--- config.mk ---
export PLATFORM = sky130hd
export DESIGN_NAME = eeprom_i2c_slave
export DESIGN_NICKNAME = d
export VERILOG_FILES = /design/src/rtl/i2cs_pkg.sv /design/src/rtl/i2cs_rstsync.sv /design/src/rtl/i2cs_sync.sv /design/src/rtl/i2cs_ctrl.sv /design/src/rtl/eeprom_i2c_slave.sv
export SDC_FILE = /design/constraint.sdc
export NUM_CORES = 1
export LEC_CHECK = 0
export BUFFER_PORTS_ARGS = -buffer_cell sky130_fd_sc_hd__buf_2
export CORE_MARGIN = 1.5
export CORE_UTILIZATION = 52
export DETAILED_ROUTE_END_ITERATION = 6
export GPL_TIMING_DRIVEN = 0
export HOLD_SLACK_MARGIN = 0.15
export PLACE_DENSITY_LB_ADDON = 0.12
export SETUP_SLACK_MARGIN = 0.5
export SLEW_MARGIN = 20
export SYNTH_ARGS = -nofsm -noshare
export SYNTH_HDL_FRONTEND = slang
export SYNTH_SLANG_ARGS = --single-unit
--- constraint.sdc ---
create_clock -name clk -period 1.5 [get_ports clk]
set_clock_uncertainty 0.15 [all_clocks]
set_input_delay 0.3 -clock clk [delete_from_list [all_inputs] [get_ports clk]]
set_output_delay 0.3 -clock clk [all_outputs]
set_load 0.02 [all_outputs]
--- src/rtl/i2cs_pkg.sv ---
package i2cs_pkg;
  localparam int BYTE_W = 8;

  typedef enum logic [2:0] {
    PH_IDLE,
    PH_RX,
    PH_ACK,
    PH_TX,
    PH_MACK
  } phase_t;

  typedef enum logic [1:0] {
    BY_DEV,
    BY_WORD,
    BY_DATA
  } byte_kind_t;
endpackage

--- src/rtl/i2cs_rstsync.sv ---
module i2cs_rstsync (
  input  logic clk,
  input  logic rst_n,
  output logic rst_sn
);
  logic meta;

  always_ff @(posedge clk or negedge rst_n) begin
    if (!rst_n) begin
      meta   <= 1'b0;
      rst_sn <= 1'b0;
    end else begin
      meta   <= 1'b1;
      rst_sn <= meta;
    end
  end
endmodule

--- src/rtl/i2cs_sync.sv ---
module i2cs_sync #(
  parameter int STAGES = 2
) (
  input  logic clk,
  input  logic rst_n,
  input  logic scl_i,
  input  logic sda_i,
  output logic scl_s,
  output logic sda_s,
  output logic scl_rise,
  output logic scl_fall,
  output logic start_evt,
  output logic stop_evt
);
  logic [STAGES-1:0] scl_ff;
  logic [STAGES-1:0] sda_ff;
  logic              scl_p;
  logic              sda_p;

  always_ff @(posedge clk or negedge rst_n) begin
    if (!rst_n) begin
      scl_ff <= '1;
      sda_ff <= '1;
      scl_p  <= 1'b1;
      sda_p  <= 1'b1;
    end else begin
      scl_ff <= {scl_ff[STAGES-2:0], scl_i};
      sda_ff <= {sda_ff[STAGES-2:0], sda_i};
      scl_p  <= scl_ff[STAGES-1];
      sda_p  <= sda_ff[STAGES-1];
    end
  end

  assign scl_s     = scl_ff[STAGES-1];
  assign sda_s     = sda_ff[STAGES-1];
  assign scl_rise  = scl_s & ~scl_p;
  assign scl_fall  = ~scl_s & scl_p;
  assign start_evt = scl_s & scl_p & sda_p & ~sda_s;
  assign stop_evt  = scl_s & scl_p & ~sda_p & sda_s;
endmodule

--- src/rtl/i2cs_ctrl.sv ---
module i2cs_ctrl
  import i2cs_pkg::*;
#(
  parameter int          AW       = 8,
  parameter logic [6:0]  DEV_ADDR = 7'h50
) (
  input  logic              clk,
  input  logic              rst_n,
  input  logic              sda_s,
  input  logic              scl_rise,
  input  logic              scl_fall,
  input  logic              start_evt,
  input  logic              stop_evt,
  input  logic              wr_busy_i,
  input  logic [BYTE_W-1:0] mem_rdata_i,
  output logic              sda_pull_o,
  output logic [AW-1:0]     mem_addr_o,
  output logic [BYTE_W-1:0] mem_wdata_o,
  output logic              mem_we_o,
  output logic              wr_start_o
);
  phase_t            phase, phase_n;
  byte_kind_t        kind, kind_n;
  logic              rw, rw_n;
  logic [3:0]        cnt, cnt_n;
  logic [BYTE_W-1:0] sh, sh_n;
  logic [BYTE_W-1:0] tx, tx_n;
  logic [AW-1:0]     ptr, ptr_n;
  logic              pull, pull_n;
  logic              wrote, wrote_n;
  logic              macked, macked_n;
  logic              we, we_n;
  logic              wst, wst_n;

  always_comb begin
    phase_n  = phase;
    kind_n   = kind;
    rw_n     = rw;
    cnt_n    = cnt;
    sh_n     = sh;
    tx_n     = tx;
    ptr_n    = ptr;
    pull_n   = pull;
    wrote_n  = wrote;
    macked_n = macked;
    we_n     = 1'b0;
    wst_n    = 1'b0;
    if (wr_busy_i) begin
      phase_n = PH_IDLE;
      pull_n  = 1'b0;
      wrote_n = 1'b0;
    end else if (start_evt) begin
      phase_n = PH_RX;
      kind_n  = BY_DEV;
      cnt_n   = 4'd0;
      pull_n  = 1'b0;
      wrote_n = 1'b0;
    end else if (stop_evt) begin
      phase_n = PH_IDLE;
      pull_n  = 1'b0;
      wst_n   = wrote;
      wrote_n = 1'b0;
    end else begin
      unique case (phase)
        PH_RX: begin
          if (scl_rise) begin
            sh_n  = {sh[BYTE_W-2:0], sda_s};
            cnt_n = cnt + 4'd1;
          end else if (scl_fall && cnt == 4'd8) begin
            cnt_n = 4'd0;
            unique case (kind)
              BY_DEV: begin
                if (sh[7:1] == DEV_ADDR) begin
                  rw_n    = sh[0];
                  pull_n  = 1'b1;
                  phase_n = PH_ACK;
                end else begin
                  phase_n = PH_IDLE;
                end
              end
              BY_WORD: begin
                ptr_n   = sh[AW-1:0];
                pull_n  = 1'b1;
                phase_n = PH_ACK;
              end
              default: begin
                we_n    = 1'b1;
                wrote_n = 1'b1;
                pull_n  = 1'b1;
                phase_n = PH_ACK;
              end
            endcase
          end
        end
        PH_ACK: begin
          if (scl_fall) begin
            if (kind == BY_DEV && rw) begin
              tx_n    = mem_rdata_i;
              pull_n  = ~mem_rdata_i[7];
              ptr_n   = ptr + AW'(1);
              cnt_n   = 4'd1;
              phase_n = PH_TX;
            end else begin
              pull_n  = 1'b0;
              cnt_n   = 4'd0;
              phase_n = PH_RX;
              if (kind == BY_DATA) ptr_n = ptr + AW'(1);
              kind_n = (kind == BY_DEV) ? BY_WORD : BY_DATA;
            end
          end
        end
        PH_TX: begin
          if (scl_fall) begin
            if (cnt == 4'd8) begin
              pull_n  = 1'b0;
              phase_n = PH_MACK;
            end else begin
              tx_n   = {tx[BYTE_W-2:0], tx[BYTE_W-1]};
              pull_n = ~tx[BYTE_W-2];
              cnt_n  = cnt + 4'd1;
            end
          end
        end
        PH_MACK: begin
          if (scl_rise) begin
            macked_n = ~sda_s;
          end else if (scl_fall) begin
            if (macked) begin
              tx_n    = mem_rdata_i;
              pull_n  = ~mem_rdata_i[7];
              ptr_n   = ptr + AW'(1);
              cnt_n   = 4'd1;
              phase_n = PH_TX;
            end else begin
              phase_n = PH_IDLE;
            end
          end
        end
        default: ;
      endcase
    end
  end

  always_ff @(posedge clk or negedge rst_n) begin
    if (!rst_n) begin
      phase  <= PH_IDLE;
      kind   <= BY_DEV;
      rw     <= 1'b0;
      cnt    <= 4'd0;
      sh     <= '0;
      tx     <= '0;
      ptr    <= '0;
      pull   <= 1'b0;
      wrote  <= 1'b0;
      macked <= 1'b0;
      we     <= 1'b0;
      wst    <= 1'b0;
    end else begin
      phase  <= phase_n;
      kind   <= kind_n;
      rw     <= rw_n;
      cnt    <= cnt_n;
      sh     <= sh_n;
      tx     <= tx_n;
      ptr    <= ptr_n;
      pull   <= pull_n;
      wrote  <= wrote_n;
      macked <= macked_n;
      we     <= we_n;
      wst    <= wst_n;
    end
  end

  assign sda_pull_o  = pull;
  assign mem_addr_o  = ptr;
  assign mem_wdata_o = sh;
  assign mem_we_o    = we;
  assign wr_start_o  = wst;
endmodule

--- src/rtl/eeprom_i2c_slave.sv ---
module eeprom_i2c_slave
  import i2cs_pkg::*;
#(
  parameter int         AW        = 8,
  parameter logic [6:0] DEV_ADDR  = 7'h50,
  parameter int         SYNC_STGS = 2
) (
  input  logic              clk,
  input  logic              rst_n,
  input  logic              scl_i,
  input  logic              sda_i,
  output logic              sda_pull_o,
  output logic [AW-1:0]     mem_addr_o,
  output logic [BYTE_W-1:0] mem_wdata_o,
  output logic              mem_we_o,
  input  logic [BYTE_W-1:0] mem_rdata_i,
  output logic              wr_start_o,
  input  logic              wr_busy_i
);
  logic rst_sn;
  logic scl_s, sda_s, scl_rise, scl_fall, start_evt, stop_evt;

  i2cs_rstsync u_rst (
    .clk    (clk),
    .rst_n  (rst_n),
    .rst_sn (rst_sn)
  );

  i2cs_sync #(.STAGES(SYNC_STGS)) u_sync (
    .clk       (clk),
    .rst_n     (rst_sn),
    .scl_i     (scl_i),
    .sda_i     (sda_i),
    .scl_s     (scl_s),
    .sda_s     (sda_s),
    .scl_rise  (scl_rise),
    .scl_fall  (scl_fall),
    .start_evt (start_evt),
    .stop_evt  (stop_evt)
  );

  i2cs_ctrl #(.AW(AW), .DEV_ADDR(DEV_ADDR)) u_ctrl (
    .clk         (clk),
    .rst_n       (rst_sn),
    .sda_s       (sda_s),
    .scl_rise    (scl_rise),
    .scl_fall    (scl_fall),
    .start_evt   (start_evt),
    .stop_evt    (stop_evt),
    .wr_busy_i   (wr_busy_i),
    .mem_rdata_i (mem_rdata_i),
    .sda_pull_o  (sda_pull_o),
    .mem_addr_o  (mem_addr_o),
    .mem_wdata_o (mem_wdata_o),
    .mem_we_o    (mem_we_o),
    .wr_start_o  (wr_start_o)
  );
endmodule

==> results of run 1 <==
-- per-layer routing --
layer  up-vias  part of all wire (%)
li1       1189                     -
met1      1351                    40
met2       229                    45
met3        52                   9.8
met4         0                   4.5
met5         -                     0
-- power groups by stage --
| stage | Sequential [W] | Combinational, W | Clock, W |
|---|---|---|---|
| floorplan | 0.00140 | 0.000160 | 0 |
| global placement | 0.00140 | 0.000237 | 0 |
| detailed placement | 0.00140 | 0.000240 | 0 |
| CTS | 0.00137 | 0.000332 | 0.000829 |
| global route | 0.00138 | 0.000441 | 0.000883 |
| finish | 0.00137 | 0.000418 | 0.000830 |
-- sequential cells by signal, summed over array words and instances (netlist names), 2 cells and up --
register and cells:
u_sync.scl_ff 2, u_ctrl.mem_wdata_o 8, u_ctrl.mem_addr_o 8, u_ctrl.kind 2, u_ctrl.cnt 4, u_ctrl.tx 8
u_sync.sda_ff 2, u_ctrl.phase 3
-- cell usage after synthesis, types with 2 or more instances --
master / n
dfrtp_1: 41
a21oi_1: 20
nand2_1: 18
a31oi_1: 15
o21ai_0: 14
nor2_1: 12
mux2i_1: 11
mux2_2: 10
inv_1: 9
nand2b_1: 8
buf_2: 7
nand3_1: 7
dfstp_2: 6
o22ai_1: 6
nor4b_1: 5
clkbuf_1: 4
nand3b_1: 4
nor2b_1: 4
nor3b_1: 4
and3_1: 3
ha_1: 3
nand4_1: 3
nor3_1: 3
nor4_1: 3
o21ai_1: 3
o31ai_1: 3
a21o_1: 2
a221o_1: 2
a311o_1: 2
a32o_1: 2
and3b_1: 2
buf_4: 2
o221ai_1: 2
or3_1: 2
or3b_1: 2
xor2_1: 2
-- area by class of cell --
class	instances	area (sq um)	share of cell area, %
clock inverter	3	27.5	0.700
timing repair buffer	78	671	17.1
inverter	9	33.8	0.859
tap	67	83.8	2.13
clock buffer	5	68.8	1.75
buffer	14	161	4.11
multi-input combinational	200	1690	43.0
sequential	47	1190	30.4
-- kinds of logic after synthesis --
logic type,after synthesis
adder cells (fa/ha/maj),3
AO/OA/AOI/OAI,85
other,1
AND/OR/NAND/NOR,87
multiplexers,22
XOR/XNOR,2
buffers and inverters,23
flip-flops,47
-- path summary, 6_finish.rpt --
kind	endpoint	start	depth (start not counted)	slack, ps
max	u_ctrl.mem_addr_o[6]$_DFFE_PN0P_	u_ctrl.phase[1]$_DFFE_PN0P_	6	-740
min	u_ctrl.mem_wdata_o[5]$_DFFE_PN0P_	u_rst.rst_sn$_DFF_PN0_	0	110
max reg2reg	u_ctrl.mem_addr_o[6]$_DFFE_PN0P_	u_ctrl.phase[1]$_DFFE_PN0P_	6	-740
min reg2reg	u_ctrl.mem_wdata_o[5]$_DFFE_PN0P_	u_rst.rst_sn$_DFF_PN0_	0	110
max in group asynchronous	u_sync.scl_p$_DFF_PN1_	u_rst.rst_sn$_DFF_PN0_	1	570
min in group clk	u_ctrl.tx[6]$_DFFE_PN0P_	mem_rdata_i[6]	3	150
-- per-stage QoR --
stage	total power [W]	setup TNS [ps]	area (sq um)
global placement	0.00164	-21870	3010
finish	0.00262	-20260	3930
detailed placement	0.00164	-21650	3010
global route	0.00270	-22020	3930
floorplan	0.00156	-12700	2770
CTS	0.00253	-17860	3600
-- what timing repair did --
action	CTS	global route
gates cloned	0	0
pin swaps	9	10
gates resized for setup	69	45
setup endpoints to repair	103	81
buffers inserted	27	17
hold endpoints to repair	4	23
==> impl_metrics.ini, run 1 <==
[sta]
setup_violations = 39
timing.final.crit_share_pct = 149
rsz0062_at_grt = yes
slew_viol_final = 0
setup_ws_ps = -736
period_needed_ps = 2240
fmax_ghz = 0.447
hold_viol = 0
whs_ps = 106

[global_route]
met2_usage_pct = 44.3
grt_overflow = 0
antenna_found_initial = 0
grt_pass1_wl_um = 11600
grt_max_degree = 46
grtUsageMet1_pct = 37.3
grt.busiest_layer = met2
grt_util_all_layers_pct = 27.4
grt_use_met3_pct = 6.10
grt_pass1_vias = 2397

[floorplan]
core_sq_mm = 0.00482
initial_utilization_pct = 55.1
die_width_um = 74.5
die_h_um = 74.5
num_rows = 25
io-pin-count = 32
dieArea_sq_mm = 0.00554

[critical_path]
crit_chain = buf_2 -> xor2_1 -> nand2_1 -> nor3_1 -> o21ai_0 -> a221o_1
cp-start-kind = flop
critPathBufInv = 1
slowest_stage = dfrtp_1
crit_family = flip-flops
path_max_fanout = 10
end_kind = flop
worstSetupPathType = flop to flop
critPathArrivalTime_ps = 2280
worstPathRequired_ps = 1550
slowest_delay_ps = 460

[clocking]
cts_hold_buf = 3
clkLatencyLatePin_ps = 310
numCtsBuffers = 5
cts_sinks = 47
cts_buffer_depth = 2
cts_root_buffer = clkbuf_8
htreeDepth = 2
cts_tree = built
clk_pin_slew_ps = 100

[drt]
post_drt_wl_per_cell_um = 21.5
drt_first_pass_iters = 7
drcViolationCount = 60
viasPerCell = 6.67
drtIter0Drc = 505
num_vias = 2821
final_antenna_net_count = 0
routed_wl_um = 9100

[placed_design]
placedCellCount = 368
dp_hpwl_um = 4500
io_buffer_count = 31
pre_cts_ws_ps = -867
gp_congestion = 0.992

[logic_synthesis]
syn_inst = 270
ys_seq_area_share_pct = 44.6
synth.top_cells.by_area = dfrtp_1 39%, dfstp_2 5.9%, mux2_2 4.2%, mux2i_1 4.1%, a21oi_1 3.8%
synthFlopType = dfrtp_1
synth_warnings = 0
synth_top_family_by_area = compound AO/OA/AOI/OAI gates
synth_seq_cells = 47
synthAdderAreaFrac_pct = 1.41
synthXorXnorAreaFrac_pct = 0.660
synth_nets = 286
yosys.area.top_type_share_pct = 38.6
yosys.area.top_type = dfrtp_1
ys_types = 60
synth_edf_count = 0
synth_area_per_cell_sq_um = 9.83
synth-simple-area-share_pct = 19.2
yosys-mux-area-fraction_pct = 8.81
synth_area_sq_mm = 0.00266
synth_compound_area_share_pct = 21.3
ys_async_sr_fraction_pct = 100

[pwr]
clockPowerShare_pct = 31.7
power.net_switching_w = 0.000762
p_seq_share_pct = 52.3
ir_drop_mv = 0.505
power.leakage_nw = 1.82
power_density_mw_per_mm2 = 666
intPower_w = 0.00186
swShare_pct = 29.1
p_comb_share_pct = 16.0

[outcome]
violations = DRC, setup timing
status = complete, but fails checks

[cells_and_area]
area_growth_pct = 48.1
nets = 371
antennaDiodeCount = 0
fillers = 265
layoutNonFillerInstCount = 423
postLayoutCoreUtil_pct = 81.6
layout_common_cells = 40 x buf_4, 35 x dfrtp_1, 30 x buf_6
layout_commonest_cell = buf_4
drive_gt1_share_pct = 47.5

[hold_path]
worst_hold_path_type = flop to asynchronous set/reset pin

[flow_run]
max_cap_viol_count = 0
Power figures use the tool's default switching activity.
==> run 2, diff against run 1 <==
--- a/config.mk
+++ b/config.mk
@@ -7,7 +7,7 @@
 export LEC_CHECK = 0
 export BUFFER_PORTS_ARGS = -buffer_cell sky130_fd_sc_hd__buf_2
 export CORE_MARGIN = 1.5
-export CORE_UTILIZATION = 52
+export CORE_UTILIZATION = 45
 export DETAILED_ROUTE_END_ITERATION = 6
 export GPL_TIMING_DRIVEN = 0
 export HOLD_SLACK_MARGIN = 0.15
==> impl_metrics.ini, run 2 (synthesized netlist as in run 1, its figures left out) <==
[outcome]
status = complete, but fails checks
violations = setup timing

[global_route]
grt_pass1_vias = 2318
antenna_found_initial = 0
grt_util_all_layers_pct = 23.9
grt_pass1_wl_um = 11800
grt_max_degree = 46
grt_overflow = 0

[critical_path]
cp-start-kind = flop
end_kind = flop
worstSetupPathType = flop to flop
critPathArrivalTime_ps = 2250
worstPathRequired_ps = 1540
path_max_fanout = 6

[drt]
routed_wl_um = 7820
post_drt_wl_per_cell_um = 18.5
drcViolationCount = 0
final_antenna_net_count = 0
viasPerCell = 6.14
drtIter0Drc = 276
drt_first_pass_iters = 5
num_vias = 2589

[placed_design]
dp_hpwl_um = 4640
gp_congestion = 0.894
pre_cts_ws_ps = -898
placedCellCount = 373
io_buffer_count = 31

[sta]
relSlewSlack_pct = 66.6
setup_ws_ps = -709
period_needed_ps = 2210
slew_viol_final = 0
rsz0062_at_grt = yes
fmax_ghz = 0.453
setup_violations = 38
hold_viol = 0
setup_tns_ps = -19390
timing.final.crit_share_pct = 147
tightest_slew_ps = 494

[floorplan]
dieArea_sq_mm = 0.00637
io-pin-count = 32
num_rows = 27
core_sq_mm = 0.00561
die_width_um = 79.8
initial_utilization_pct = 47.3
die_h_um = 79.8

[cells_and_area]
antennaDiodeCount = 0
layoutNonFillerInstCount = 422
area_growth_pct = 44.8
drive_gt1_share_pct = 45.1
nets = 365
layout_common_cells = 32 x dfrtp_1, 31 x buf_6, 31 x buf_4
layout_commonest_cell = dfrtp_1

[clocking]
cts_hold_buf = 3
numCtsBuffers = 5
clkLatencyLatePin_ps = 300
htreeDepth = 2
cts_sinks = 47
cts_tree = built
clk_pin_slew_ps = 100
cts_buffer_depth = 2
cts_root_buffer = clkbuf_8

[pwr]
ir_drop_mv = 0.594
power.leakage_nw = 1.74
power_density_mw_per_mm2 = 709

[hold_path]
worst_hold_path_type = flop to asynchronous set/reset pin

[flow_run]
max_cap_viol_count = 0
==> run 2: changes by cell type in the layout (fill, tap and decap cells not counted), sizes merged <==
| cell | previous run | this run |
|---|---|---|
| buf | 88 | 80 |
| bufinv | 0 | 1 |
| clkbuf | 6 | 8 |
| inv | 11 | 10 |
==> run 2: stage by stage <==
step | utilization, % | power (W) | area [sq um] | hold WS, ps
2_1_floorplan | - | 0.00156 | 2770 | -146
3_3_place_gp | 53.7 | 0.00164 | 3010 | -65.3
3_5_place_dp | 53.7 | 0.00164 | 3010 | -63.5
4_1_cts | 63.7 | 0.00269 | 3570 | 139
5_1_grt | 68.6 | 0.00283 | 3840 | 131
6_report | 68.6 | 0.00273 | 3840 | 101
==> run 2: final timing paths <==
kind / cells after the start / start / endpoint / slack [ps]
worst max-delay path: 7 / u_sync.scl_p$_DFF_PN1_ / u_ctrl.mem_addr_o[7]$_DFFE_PN0P_ / -710
worst min register to register: 0 / u_rst.rst_sn$_DFF_PN0_ / u_ctrl.mem_wdata_o[5]$_DFFE_PN0P_ / 100
worst max register to register: 7 / u_sync.scl_p$_DFF_PN1_ / u_ctrl.mem_addr_o[7]$_DFFE_PN0P_ / -710
min in group clk: 3 / mem_rdata_i[0] / u_ctrl.tx[0]$_DFFE_PN0P_ / 160
worst min-delay path: 0 / u_rst.rst_sn$_DFF_PN0_ / u_ctrl.mem_wdata_o[5]$_DFFE_PN0P_ / 100
max in group asynchronous: 1 / u_rst.rst_sn$_DFF_PN0_ / u_sync.scl_ff[0]$_DFF_PN1_ / 580
==> run 2: final cells by class <==
type / instances / area (sq um)
fill: 442 / 1760
multi-input combinational: 200 / 1610
sequential: 47 / 1200
timing repair buffer: 72 / 642
buffer: 14 / 158
tap: 72 / 90.1
clock buffer: 5 / 68.8
clock inverter: 3 / 46.3
inverter: 9 / 33.8
==> run 2: metal layers <==
| metal | share of wire [%] | up-vias | track usage (%) | routed length (um) |
|---|---|---|---|---|
| li1 | - | 1181 | - | - |
| met1 | 43 | 1246 | 33.9 | 3330 |
| met2 | 48 | 131 | 36.8 | 3780 |
| met3 | 6.5 | 31 | 3.66 | 505 |
| met4 | 2.7 | 0 | 9.14 | 208 |
| met5 | 0 | - | 0 | 0 |
==> run 2: critical path, cell delays in order, from the launching register on <==
cell and delay [ps]:
dfstp_2 530, buf_6 100, and2b_1 130, buf_6 140, a21oi_4 70, or4b_4 520
buf_6 150, a221o_1 310
==> run 2: report_power, final <==
part	leakage, nW	total [W]	internal [W]	switching [W]
combinational	1.09	0.000385	0.000192	0.000194
sequential	0.599	0.00137	0.00131	0.0000569
clock	0.0548	0.000971	0.000503	0.000468
total	1.74	0.00273	0.00201	0.000719
==> run 2: repair_timing <==
item	in CTS	in global routing
hold endpoints to repair	4	23
pin swaps	4	11
cloned	0	1
gates resized for setup	68	41
setup buffers	23	14
setup endpoints to repair	103	97
